$ cat src/rtl/spi_rx_pkg.sv
package spi_rx_pkg;
  localparam int DEF_DEV_W    = 2;
  localparam int DEF_REG_W    = 5;
  localparam int DEF_DATA_W   = 16;
  localparam int DEF_CRC_W    = 8;
  localparam int DEF_SYNC_STG = 2;
  localparam logic [DEF_CRC_W-1:0] DEF_CRC_POLY = 8'h07;

  typedef enum logic [1:0] {
    VERDICT_DROP,
    VERDICT_WRITE,
    VERDICT_SLIP,
    VERDICT_CRC
  } verdict_e;
endpackage

$ cat src/rtl/spi_rx_sync.sv
module spi_rx_sync #(
  parameter int WIDTH  = 3,
  parameter int STAGES = 2,
  parameter logic [WIDTH-1:0] RST_VAL = '0
) (
  input  logic             clk_i,
  input  logic             rst_ni,
  input  logic [WIDTH-1:0] d_i,
  output logic [WIDTH-1:0] q_o
);
  logic [WIDTH-1:0] stage_q [STAGES];

  for (genvar s = 0; s < STAGES; s++) begin : g_stage
    logic [WIDTH-1:0] src;
    if (s == 0) begin : g_first
      assign src = d_i;
    end else begin : g_next
      assign src = stage_q[s-1];
    end
    always_ff @(posedge clk_i or negedge rst_ni) begin
      if (!rst_ni) stage_q[s] <= RST_VAL;
      else         stage_q[s] <= src;
    end
  end

  assign q_o = stage_q[STAGES-1];
endmodule

$ cat src/rtl/spi_rx_shift.sv
module spi_rx_shift #(
  parameter int FRAME_W = 32,
  parameter int CNT_W   = 6
) (
  input  logic               clk_i,
  input  logic               rst_ni,
  input  logic               sclk_i,
  input  logic               cs_ni,
  input  logic               sdi_i,
  output logic [FRAME_W-1:0] shreg_o,
  output logic [CNT_W-1:0]   cnt_o,
  output logic               bit_stb_o,
  output logic               cs_fall_o,
  output logic               cs_rise_o
);
  localparam logic [CNT_W-1:0] CNT_SAT = CNT_W'(FRAME_W + 1);

  logic               sclk_q, cs_q;
  logic [FRAME_W-1:0] shreg_q;
  logic [CNT_W-1:0]   cnt_q;

  always_ff @(posedge clk_i or negedge rst_ni) begin
    if (!rst_ni) begin
      sclk_q <= 1'b0;
      cs_q   <= 1'b1;
    end else begin
      sclk_q <= sclk_i;
      cs_q   <= cs_ni;
    end
  end

  assign cs_fall_o = cs_q & ~cs_ni;
  assign cs_rise_o = ~cs_q & cs_ni;
  assign bit_stb_o = sclk_q & ~sclk_i & ~cs_ni & ~cs_fall_o;

  always_ff @(posedge clk_i or negedge rst_ni) begin
    if (!rst_ni) begin
      shreg_q <= '0;
      cnt_q   <= '0;
    end else if (cs_fall_o) begin
      shreg_q <= '0;
      cnt_q   <= '0;
    end else if (bit_stb_o) begin
      shreg_q <= {shreg_q[FRAME_W-2:0], sdi_i};
      // saturate one past a full frame so over-length frames stay invalid
      if (cnt_q != CNT_SAT) cnt_q <= cnt_q + 1'b1;
    end
  end

  assign shreg_o = shreg_q;
  assign cnt_o   = cnt_q;
endmodule

$ cat src/rtl/spi_rx_crc8.sv
module spi_rx_crc8 #(
  parameter int CRC_W = 8,
  parameter int HDR_W = 24,
  parameter int CNT_W = 6,
  parameter logic [CRC_W-1:0] POLY = 8'h07
) (
  input  logic             clk_i,
  input  logic             rst_ni,
  input  logic             clr_i,
  input  logic             bit_stb_i,
  input  logic             bit_i,
  input  logic [CNT_W-1:0] cnt_i,
  output logic [CRC_W-1:0] crc_o
);
  logic [CRC_W-1:0] crc_q;
  logic             fb;

  assign fb = crc_q[CRC_W-1] ^ bit_i;

  always_ff @(posedge clk_i or negedge rst_ni) begin
    if (!rst_ni) begin
      crc_q <= '0;
    end else if (clr_i) begin
      crc_q <= '0;
    end else if (bit_stb_i && (cnt_i < CNT_W'(HDR_W))) begin
      crc_q <= {crc_q[CRC_W-2:0], 1'b0} ^ (fb ? POLY : '0);
    end
  end

  assign crc_o = crc_q;
endmodule

$ cat src/rtl/spi_rx_check.sv
module spi_rx_check
  import spi_rx_pkg::*;
#(
  parameter int DEV_W  = 2,
  parameter int REG_W  = 5,
  parameter int DATA_W = 16,
  parameter int CRC_W  = 8,
  parameter int CNT_W  = 6
) (
  input  logic                            clk_i,
  input  logic                            rst_ni,
  input  logic                            cs_rise_i,
  input  logic [CNT_W-1:0]                cnt_i,
  input  logic [1+DEV_W+REG_W+DATA_W-1:0] hdr_i,
  input  logic [CRC_W-1:0]                rx_crc_i,
  input  logic [CRC_W-1:0]                calc_crc_i,
  input  logic                            crc_en_i,
  input  logic [DEV_W-1:0]                dev_addr_i,
  output logic                            wr_valid_o,
  output logic [REG_W-1:0]                wr_addr_o,
  output logic [DATA_W-1:0]               wr_data_o,
  output logic                            slip_err_o,
  output logic                            crc_err_o
);
  localparam int HDR_W   = 1 + DEV_W + REG_W + DATA_W;
  localparam int FRAME_W = HDR_W + CRC_W;

  logic     len_ok, slip_ok, dev_ok, crc_ok;
  verdict_e verdict;

  assign len_ok  = (cnt_i == CNT_W'(FRAME_W)) || ((cnt_i == CNT_W'(HDR_W)) && !crc_en_i);
  assign slip_ok = hdr_i[HDR_W-1] ^ hdr_i[HDR_W-2];
  assign dev_ok  = hdr_i[HDR_W-2 -: DEV_W] == dev_addr_i;
  assign crc_ok  = !crc_en_i || (calc_crc_i == rx_crc_i);

  // slip beats crc beats address: a corrupt frame is flagged on every device
  always_comb begin
    verdict = VERDICT_DROP;
    if (cs_rise_i && len_ok) begin
      if (!slip_ok)     verdict = VERDICT_SLIP;
      else if (!crc_ok) verdict = VERDICT_CRC;
      else if (dev_ok)  verdict = VERDICT_WRITE;
    end
  end

  always_ff @(posedge clk_i or negedge rst_ni) begin
    if (!rst_ni) begin
      wr_valid_o <= 1'b0;
      slip_err_o <= 1'b0;
      crc_err_o  <= 1'b0;
      wr_addr_o  <= '0;
      wr_data_o  <= '0;
    end else begin
      wr_valid_o <= verdict == VERDICT_WRITE;
      slip_err_o <= verdict == VERDICT_SLIP;
      crc_err_o  <= verdict == VERDICT_CRC;
      if (verdict == VERDICT_WRITE) begin
        wr_addr_o <= hdr_i[DATA_W +: REG_W];
        wr_data_o <= hdr_i[DATA_W-1:0];
      end
    end
  end
endmodule

$ cat src/rtl/spi_frame_rx.sv
module spi_frame_rx
  import spi_rx_pkg::*;
#(
  parameter int DEV_W    = DEF_DEV_W,
  parameter int REG_W    = DEF_REG_W,
  parameter int DATA_W   = DEF_DATA_W,
  parameter int CRC_W    = DEF_CRC_W,
  parameter int SYNC_STG = DEF_SYNC_STG,
  parameter logic [CRC_W-1:0] CRC_POLY = DEF_CRC_POLY
) (
  input  logic              clk_i,
  input  logic              rst_ni,
  input  logic              sclk_i,
  input  logic              cs_ni,
  input  logic              sdi_i,
  input  logic [DEV_W-1:0]  dev_addr_i,
  input  logic              crc_en_i,
  output logic              wr_valid_o,
  output logic [REG_W-1:0]  wr_addr_o,
  output logic [DATA_W-1:0] wr_data_o,
  output logic              slip_err_o,
  output logic              crc_err_o
);
  localparam int HDR_W   = 1 + DEV_W + REG_W + DATA_W;
  localparam int FRAME_W = HDR_W + CRC_W;
  localparam int CNT_W   = $clog2(FRAME_W + 2);

  logic               sclk_s, cs_s, sdi_s;
  logic [FRAME_W-1:0] shreg;
  logic [CNT_W-1:0]   bit_cnt;
  logic               bit_stb, cs_fall, cs_rise;
  logic [CRC_W-1:0]   calc_crc;
  logic [HDR_W-1:0]   hdr;
  logic [DEV_W-1:0]   hdr_dev;

  spi_rx_sync #(
    .WIDTH  (3),
    .STAGES (SYNC_STG),
    .RST_VAL(3'b010)
  ) u_sync (
    .clk_i (clk_i),
    .rst_ni(rst_ni),
    .d_i   ({sclk_i, cs_ni, sdi_i}),
    .q_o   ({sclk_s, cs_s, sdi_s})
  );

  spi_rx_shift #(
    .FRAME_W(FRAME_W),
    .CNT_W  (CNT_W)
  ) u_shift (
    .clk_i    (clk_i),
    .rst_ni   (rst_ni),
    .sclk_i   (sclk_s),
    .cs_ni    (cs_s),
    .sdi_i    (sdi_s),
    .shreg_o  (shreg),
    .cnt_o    (bit_cnt),
    .bit_stb_o(bit_stb),
    .cs_fall_o(cs_fall),
    .cs_rise_o(cs_rise)
  );

  spi_rx_crc8 #(
    .CRC_W(CRC_W),
    .HDR_W(HDR_W),
    .CNT_W(CNT_W),
    .POLY (CRC_POLY)
  ) u_crc (
    .clk_i    (clk_i),
    .rst_ni   (rst_ni),
    .clr_i    (cs_fall),
    .bit_stb_i(bit_stb),
    .bit_i    (sdi_s),
    .cnt_i    (bit_cnt),
    .crc_o    (calc_crc)
  );

  // a short frame sits right-aligned in the shifter, a full one fills it
  assign hdr     = (bit_cnt == CNT_W'(FRAME_W)) ? shreg[FRAME_W-1 -: HDR_W] : shreg[HDR_W-1:0];
  assign hdr_dev = hdr[HDR_W-2 -: DEV_W];

  spi_rx_check #(
    .DEV_W (DEV_W),
    .REG_W (REG_W),
    .DATA_W(DATA_W),
    .CRC_W (CRC_W),
    .CNT_W (CNT_W)
  ) u_check (
    .clk_i     (clk_i),
    .rst_ni    (rst_ni),
    .cs_rise_i (cs_rise),
    .cnt_i     (bit_cnt),
    .hdr_i     (hdr),
    .rx_crc_i  (shreg[CRC_W-1:0]),
    .calc_crc_i(calc_crc),
    .crc_en_i  (crc_en_i),
    .dev_addr_i(dev_addr_i),
    .wr_valid_o(wr_valid_o),
    .wr_addr_o (wr_addr_o),
    .wr_data_o (wr_data_o),
    .slip_err_o(slip_err_o),
    .crc_err_o (crc_err_o)
  );
endmodule

$ cat config.mk
export PLATFORM = sky130hd
export DESIGN_NAME = spi_frame_rx
export DESIGN_NICKNAME = d
export VERILOG_FILES = /design/src/rtl/spi_rx_pkg.sv /design/src/rtl/spi_rx_sync.sv /design/src/rtl/spi_rx_shift.sv /design/src/rtl/spi_rx_crc8.sv /design/src/rtl/spi_rx_check.sv /design/src/rtl/spi_frame_rx.sv
export SDC_FILE = /design/constraint.sdc
export NUM_CORES = 1
export LEC_CHECK = 0
export ABC_CLOCK_PERIOD_IN_PS = 3300
export BUFFER_PORTS_ARGS = -buffer_cell sky130_fd_sc_hd__buf_2
export CAP_MARGIN = 15
export CORE_MARGIN = 1.5
export CORE_UTILIZATION = 45
export DETAILED_ROUTE_END_ITERATION = 10
export SLEW_MARGIN = 40
export SYNTH_ARGS = -nofsm -noshare
export SYNTH_HDL_FRONTEND = slang
export SYNTH_SLANG_ARGS = --single-unit
$ cat constraint.sdc
create_clock -name clk_i -period 3.3 [get_ports clk_i]
set_input_delay 0.66 -clock clk_i [delete_from_list [all_inputs] [get_ports clk_i]]
set_output_delay 0.66 -clock clk_i [all_outputs]
set_load 0.02 [all_outputs]
==> flow_metrics.env, run 1 <==
export IMPL_cpPeakStageDelay_ns=0.43
export IMPL_antenna_cells=0
export IMPL_max_slew_margin_rel_pct=53.6
export IMPL_synth_main_ff_cell="dfrtp_1"
export IMPL_p_total_mw=1.72
export IMPL_min_period_over_period_pct=75.9
export IMPL_synth_top_area_cell="dfrtp_1"
export IMPL_postRouteAntennaNets=0
export IMPL_synth_most_common_cell="dfrtp_1"
export IMPL_clk_path_buf_depth=2
export IMPL_nNetsFinal=304
export IMPL_grt_pass1_vias=2099
export IMPL_numCtsBuffers=9
export IMPL_drc=0
export IMPL_fillers=659
export IMPL_p_per_area_nw_per_um2=442
export IMPL_dieWidth_um=91.0
export IMPL_rows=31
export IMPL_crit_path_top_delay_cell="dfrtp_1"
export IMPL_cts_tree="done"
export IMPL_core_region_area_um2=7370
export IMPL_synthMuxAreaShare_pct=16.7
export IMPL_die_area_um2=8270
export IMPL_path_clk_slew_ns=0.08
export IMPL_vias=2114
export IMPL_start_util_pct=47.2
export IMPL_critPathTopFamily="multiplexers"
export IMPL_grt_overflow=0
export IMPL_die_h_um=91.0
export IMPL_antenna_found_initial=0
export IMPL_synth_xor_area_share_pct=4.78
export IMPL_grt_pass1_wl_um=10900
export IMPL_insertion_delay_ns=0.35
export IMPL_status="finished clean"
export IMPL_drive_gt1_share_pct=34.2
export IMPL_synth_compound_area_share_pct=11.4
export IMPL_synth_async_reset_ratio_pct=100
export IMPL_synth_avg_cell_area_um2=13.3
export IMPL_synth_edf_count=0
export IMPL_ir_worst_vdd_v=0.000223
export IMPL_cts_resized=0
export IMPL_syn_inst=261
export IMPL_skew_ns=0.0123
export IMPL_ioPinCount=32
export IMPL_syn_nets=272
export IMPL_worstPathCellList="inv_1 > ha_1 > nor2b_1 > nand2_2 > mux2i_2 > a2111oi_4 > buf_4 > mux2_2"
export IMPL_yosysSeqAreaShare_pct=56.2
export IMPL_cts_root_buf="clkbuf_8"
export IMPL_cap_violations=0
export IMPL_h_tree_depth=3
export IMPL_viasPerCell=5.32
export IMPL_path_buf_inv=2
export IMPL_wirelength_um=6510
export IMPL_crit_path_end_kind="flip-flop"
export IMPL_synth_simple_area_share_pct=7.48
export IMPL_grtUsageTotal_pct=17.0
export IMPL_hold_buffers=0
export IMPL_setup_viol=0
export IMPL_worst_pin_slew_ns=0.696
export IMPL_cp_max_fo=21
export IMPL_crit_type="reg -> reg"
export IMPL_yosysTopAreaCellShare_pct=53.9
export IMPL_min_period_ns=2.50
export IMPL_rsz0062_at_grt="false"
export IMPL_synth_fa_ha_area_share_pct=1.08
export IMPL_cellLeakagePower_nw=1.99
export IMPL_ys_ff_latch=78
export IMPL_first_pass_iters=4
export IMPL_io_buffers=31
export IMPL_synth_top_family_by_area="multiplexers"
export IMPL_finalMaxSlewViolations=0
export IMPL_synth_commonest_cells="dfrtp_1 (75), a22o_1 (32), mux2_2 (22)"
export IMPL_fin_setup_tns_ns=0
export IMPL_fmax_mhz=399
export IMPL_synth_cell_types=35
export IMPL_cp_arrival_ns=2.74
export IMPL_worstPathRequired_ns=3.54
export IMPL_synthToLayoutAreaGrowth_pct=12.0
export IMPL_syn_area_um2=3480
export IMPL_wl_per_cell_um=16.4
export IMPL_grt_max_degree=79
export IMPL_yosys_warnings=0
export IMPL_gp_congestion=0.793
export IMPL_hold_viol=0
export IMPL_min_path_type="in -> async"
export IMPL_initialDrtViolationCount=80
export IMPL_dp_hpwl_um=4080
export IMPL_crit_path_start_kind="flip-flop"
export IMPL_cts_sinks=78
export IMPL_yosys_top_cells_area="dfrtp_1 (54%), mux2_4 (8.6%), a22o_1 (8.1%)"
export IMPL_cts_post_setup_buffers_inserted=0
sequential cells by signal, summed over array words and instances (netlist names), 3 cells and up:
register,flops
u_shift.shreg_o,32
u_shift.cnt_o,6
u_sync.q_o,3
u_check.wr_data_o,16
u_sync.g_stage.src,3
u_check.wr_addr_o,5
u_crc.crc_o,8
metal layers:
metal	wire (µm)	part of all wire, %	GRT usage, %	vias to the layer above
li1	-	-	-	1003
met1	3360	52	24.9	1078
met2	2880	44	24.1	31
met3	231	3.5	5.36	2
met4	38	0.58	4.69	0
met5	0	0	0	-
layout by cell type, fill, tap and decap left out, types with 5 or more instances in the layout:
cell and n:
a21oi_1 5, xor2_1 12, dfrtp_1 75, buf_2 30, nand3_1 9, xnor2_1 7, nand2_1 21, mux2_2 22
clkbuf_8 9, nor2_1 5, mux2_4 20, a22o_1 32, inv_1 5
final cells by class:
cell class / instances / area (µm²) / share of cell area (%)
clock inverters: 5 / 36.3 / 0.931
repair buffers: 34 / 184 / 4.72
clock buffers: 11 / 131 / 3.37
inverters: 5 / 18.8 / 0.481
multi-input cells: 165 / 1450 / 37.2
flip-flops and latches: 78 / 1960 / 50.2
well taps: 99 / 124 / 3.18
final timing paths:
kind	from	to	slack [ns]	cells after the start
worst min-delay path	rst_ni	u_crc.crc_o[5]	0.32	1
worst min register to register	u_sync.g_stage[1].src[0]	u_sync.q_o[0]	0.36	0
worst max register to register	u_shift.cnt_o[0]	u_check.wr_data_o[2]	0.80	8
min in group clk_i	u_sync.g_stage[1].src[0]	u_sync.q_o[0]	0.36	0
max in group asynchronous	rst_ni	u_shift.cnt_o[4]	2.48	1
worst max-delay path	u_shift.cnt_o[0]	u_check.wr_data_o[2]	0.80	8
logic make-up (layout without fill, tap and decap cells):
group / after synthesis / count (layout)
buf+inv: 18 / 55
mux: 45 / 45
fa+ha+maj: 3 / 3
xor+xnor: 19 / 19
compound gates: 47 / 47
flops: 78 / 78
simple gates: 51 / 51
stage by stage:
stage / utilization (%) / std cells / setup WS [ns] / instance area [µm²] / hold slack, ns
CTS: 52.9 / 397 / 0.773 / 3900 / 0.356
global placement: 50.6 / 381 / 0.827 / 3730 / 0.332
global route: 52.9 / 397 / 0.642 / 3900 / 0.360
floorplan: - / 261 / 1.10 / 3480 / 0.331
detailed placement: 50.6 / 381 / 0.784 / 3730 / 0.342
finish: 52.9 / 397 / 0.796 / 3900 / 0.321
where the power goes:
group          switching, mW  internal [mW]  total (mW)
Sequential            0.0187          0.976       0.995
Clock                  0.348          0.275       0.623
Combinational         0.0733         0.0330       0.106
(Power assumes the default switching activity.)
==> run 2: changes to the inputs <==
ABC_CLOCK_PERIOD_IN_PS = 2200   (was 3300)
PLACE_DENSITY = 0.66   (was not set)
clock period = 2.2 ns   (was 3.3 ns; I/O delays follow)
==> run 2 against run 1 <==
Clock skew decreased by 0.0023 ns; register-to-register slack worse by 0.79 ns; non-clock buffer count up 28; worst setup slack worse by 0.79 ns; largest cell class unchanged; sequential cell count is the same; routed wire length rose by 7.6%; sequential share of layout area down 4.3 points; combinational power is 100% higher; core utilization increased by 5.0 points; critical endpoint is now u_check.wr_data_o[6]; global-route usage is 1.1 points higher; power grew 67%; first-iteration DRC count rose by 59%.
==> flow_metrics.env, run 2 (synthesis results as in run 1) <==
export IMPL_status="finished clean"
export IMPL_r2r_start="u_shift.shreg_o[6]"
export IMPL_start_util_pct=47.2
export IMPL_cts_root_buf="clkbuf_8"
export IMPL_wl_per_cell_um=16.5
export IMPL_grt_max_degree=42
export IMPL_rr_worst_depth=7
export IMPL_grt_pass1_wl_um=11400
export IMPL_synthToLayoutAreaGrowth_pct=22.5
export IMPL_vias=2265
export IMPL_dp_hpwl_um=4490
export IMPL_core_region_area_um2=7370
export IMPL_fmax_mhz=456
export IMPL_die_area_um2=8270
export IMPL_timing_rr_end="u_check.wr_data_o[6]"
export IMPL_max_slew_margin_rel_pct=63.3
export IMPL_h_tree_depth=3
export IMPL_layout_common_cells="dfrtp_1 (75), a22o_1 (32), buf_2 (30)"
export IMPL_largest_reg_flops=32
export IMPL_rows=31
export IMPL_antenna_cells=0
export IMPL_fillers=624
export IMPL_antenna_found_initial=0
export IMPL_top_usage_layer="met2"
export IMPL_hold_viol=0
export IMPL_worstPathRequired_ns=2.45
export IMPL_crit_path_start="u_shift.shreg_o[6]"
export IMPL_fin_util_pct=57.9
export IMPL_p_total_mw=2.88
export IMPL_die_h_um=91.0
export IMPL_stdcell_count=425
export IMPL_dp_cells=401
export IMPL_dieWidth_um=91.0
export IMPL_numCtsBuffers=9
export IMPL_crit_path_end_kind="flip-flop"
export IMPL_path_clk_slew_ns=0.08
export IMPL_drc=0
export IMPL_grtUsageTotal_pct=18.1
export IMPL_grt_pass1_vias=2228
export IMPL_cts_sinks=78
export IMPL_min_period_over_period_pct=99.7
export IMPL_use_met1_pct=25.3
export IMPL_viasPerCell=5.33
export IMPL_min_period_ns=2.19
export IMPL_nNetsFinal=332
export IMPL_r2r_setup_slack_ns=0.006
export IMPL_grt_overflow=0
export IMPL_cp_arrival_ns=2.44
export IMPL_use_met2_pct=26.4
export IMPL_initialDrtViolationCount=127
export IMPL_first_pass_iters=4
export IMPL_cts_tree="done"
export IMPL_postRouteAntennaNets=0
export IMPL_clk_path_buf_depth=2
export IMPL_insertion_delay_ns=0.36
export IMPL_p_per_area_nw_per_um2=676
export IMPL_min_path_type="in -> async"
export IMPL_crit_end="u_check.wr_data_o[6]"
export IMPL_cap_violations=0
export IMPL_grt_use_met3_pct=4.77
export IMPL_rsz0062_at_grt="true"
export IMPL_io_buffers=31
export IMPL_crit_path_start_kind="flip-flop"
export IMPL_finalMaxSlewViolations=0
export IMPL_final_common_cell="dfrtp_1"
export IMPL_cellLeakagePower_nw=2.19
export IMPL_skew_ns=0.0101
export IMPL_worst_pin_slew_ns=0.551
export IMPL_drive_gt1_share_pct=40.8
export IMPL_crit_type="reg -> reg"
export IMPL_setup_viol=0
export IMPL_ir_worst_vdd_v=0.000336
export IMPL_wirelength_um=7000
export IMPL_cp_max_fo=5
export IMPL_ioPinCount=32
export IMPL_gp_congestion=0.729
export IMPL_hold_buffers=0
-- run 2: changes by cell type in the layout (fill, tap and decap cells not counted), sizes merged --
cell      delta
buf         +26
bufinv       +2
clkinv       -3
clkinvlp     +2
inv          +1
-- run 2: worst max-delay path, stage by stage (launching register included) --
cell and delay [ns]:
dfrtp_1 0.41, xor2_1 0.18, nor4_2 0.30, a21boi_1 0.17, a2111oi_4 0.35, buf_6 0.20, clkbuf_16 0.17, mux2_4 0.29
-- run 2: per-layer routing --
metal,vias up,part of all wire (%)
li1,1057,-
met1,1136,48
met2,57,45
met3,15,5.5
met4,0,2.2
met5,-,0
-- run 2: cell type report --
class / count / area, µm² / area share [%]
clock buffers: 9 / 124 / 2.90
clock inverters: 7 / 97.6 / 2.29
inverters: 5 / 18.8 / 0.440
multi-input cells: 165 / 1470 / 34.5
flip-flops and latches: 78 / 1960 / 45.9
well taps: 99 / 124 / 2.90
repair buffers: 62 / 474 / 11.1
-- run 2: metrics by stage --
stage | cell area, µm² | worst slack (ns) | hold slack (ns) | TNS [ns]
3_3_place_gp | 3900 | -0.0584 | 0.332 | -0.536
2_1_floorplan | 3480 | 0.0489 | 0.144 | 0
4_1_cts | 4180 | -0.00490 | 0.0697 | -0.00973
5_1_grt | 4260 | -0.0731 | 0.0855 | -1.28
3_5_place_dp | 3900 | -0.121 | 0.335 | -1.82
6_report | 4260 | 0.00593 | 0.0677 | 0
-- run 2: how the worst min path moves through the flow --
| stage | from | to | slack [ns] | cells after the start |
|---|---|---|---|---|
| global placement | u_sync.g_stage[1].src[2] | u_sync.q_o[2] | 0.33 | 0 |
| global route | rst_ni | u_sync.g_stage[1].src[0] | 0.09 | 1 |
| floorplan | rst_ni | u_check.crc_err_o | 0.14 | 0 |
| detailed placement | u_sync.g_stage[1].src[2] | u_sync.q_o[2] | 0.33 | 0 |
| finish | rst_ni | u_sync.g_stage[1].src[0] | 0.07 | 1 |
| CTS | rst_ni | u_shift.shreg_o[17] | 0.07 | 1 |
-- run 2: timing repair --
action / 4_1_cts / 5_1_grt
setup endpoints to repair: 21 / 21
gates resized for setup: 5 / 2
cloned: 1 / 2
setup buffers: 2 / 3
pin swaps: 0 / 3
hold endpoints to repair: 0 / 0
-- run 2: power breakdown --
part           internal, mW  leakage (nW)  switching (mW)
sequential             1.46          1.06          0.0216
combinational        0.0852          1.03           0.131
clock                 0.642         0.106           0.541
total                  2.19          2.19           0.694
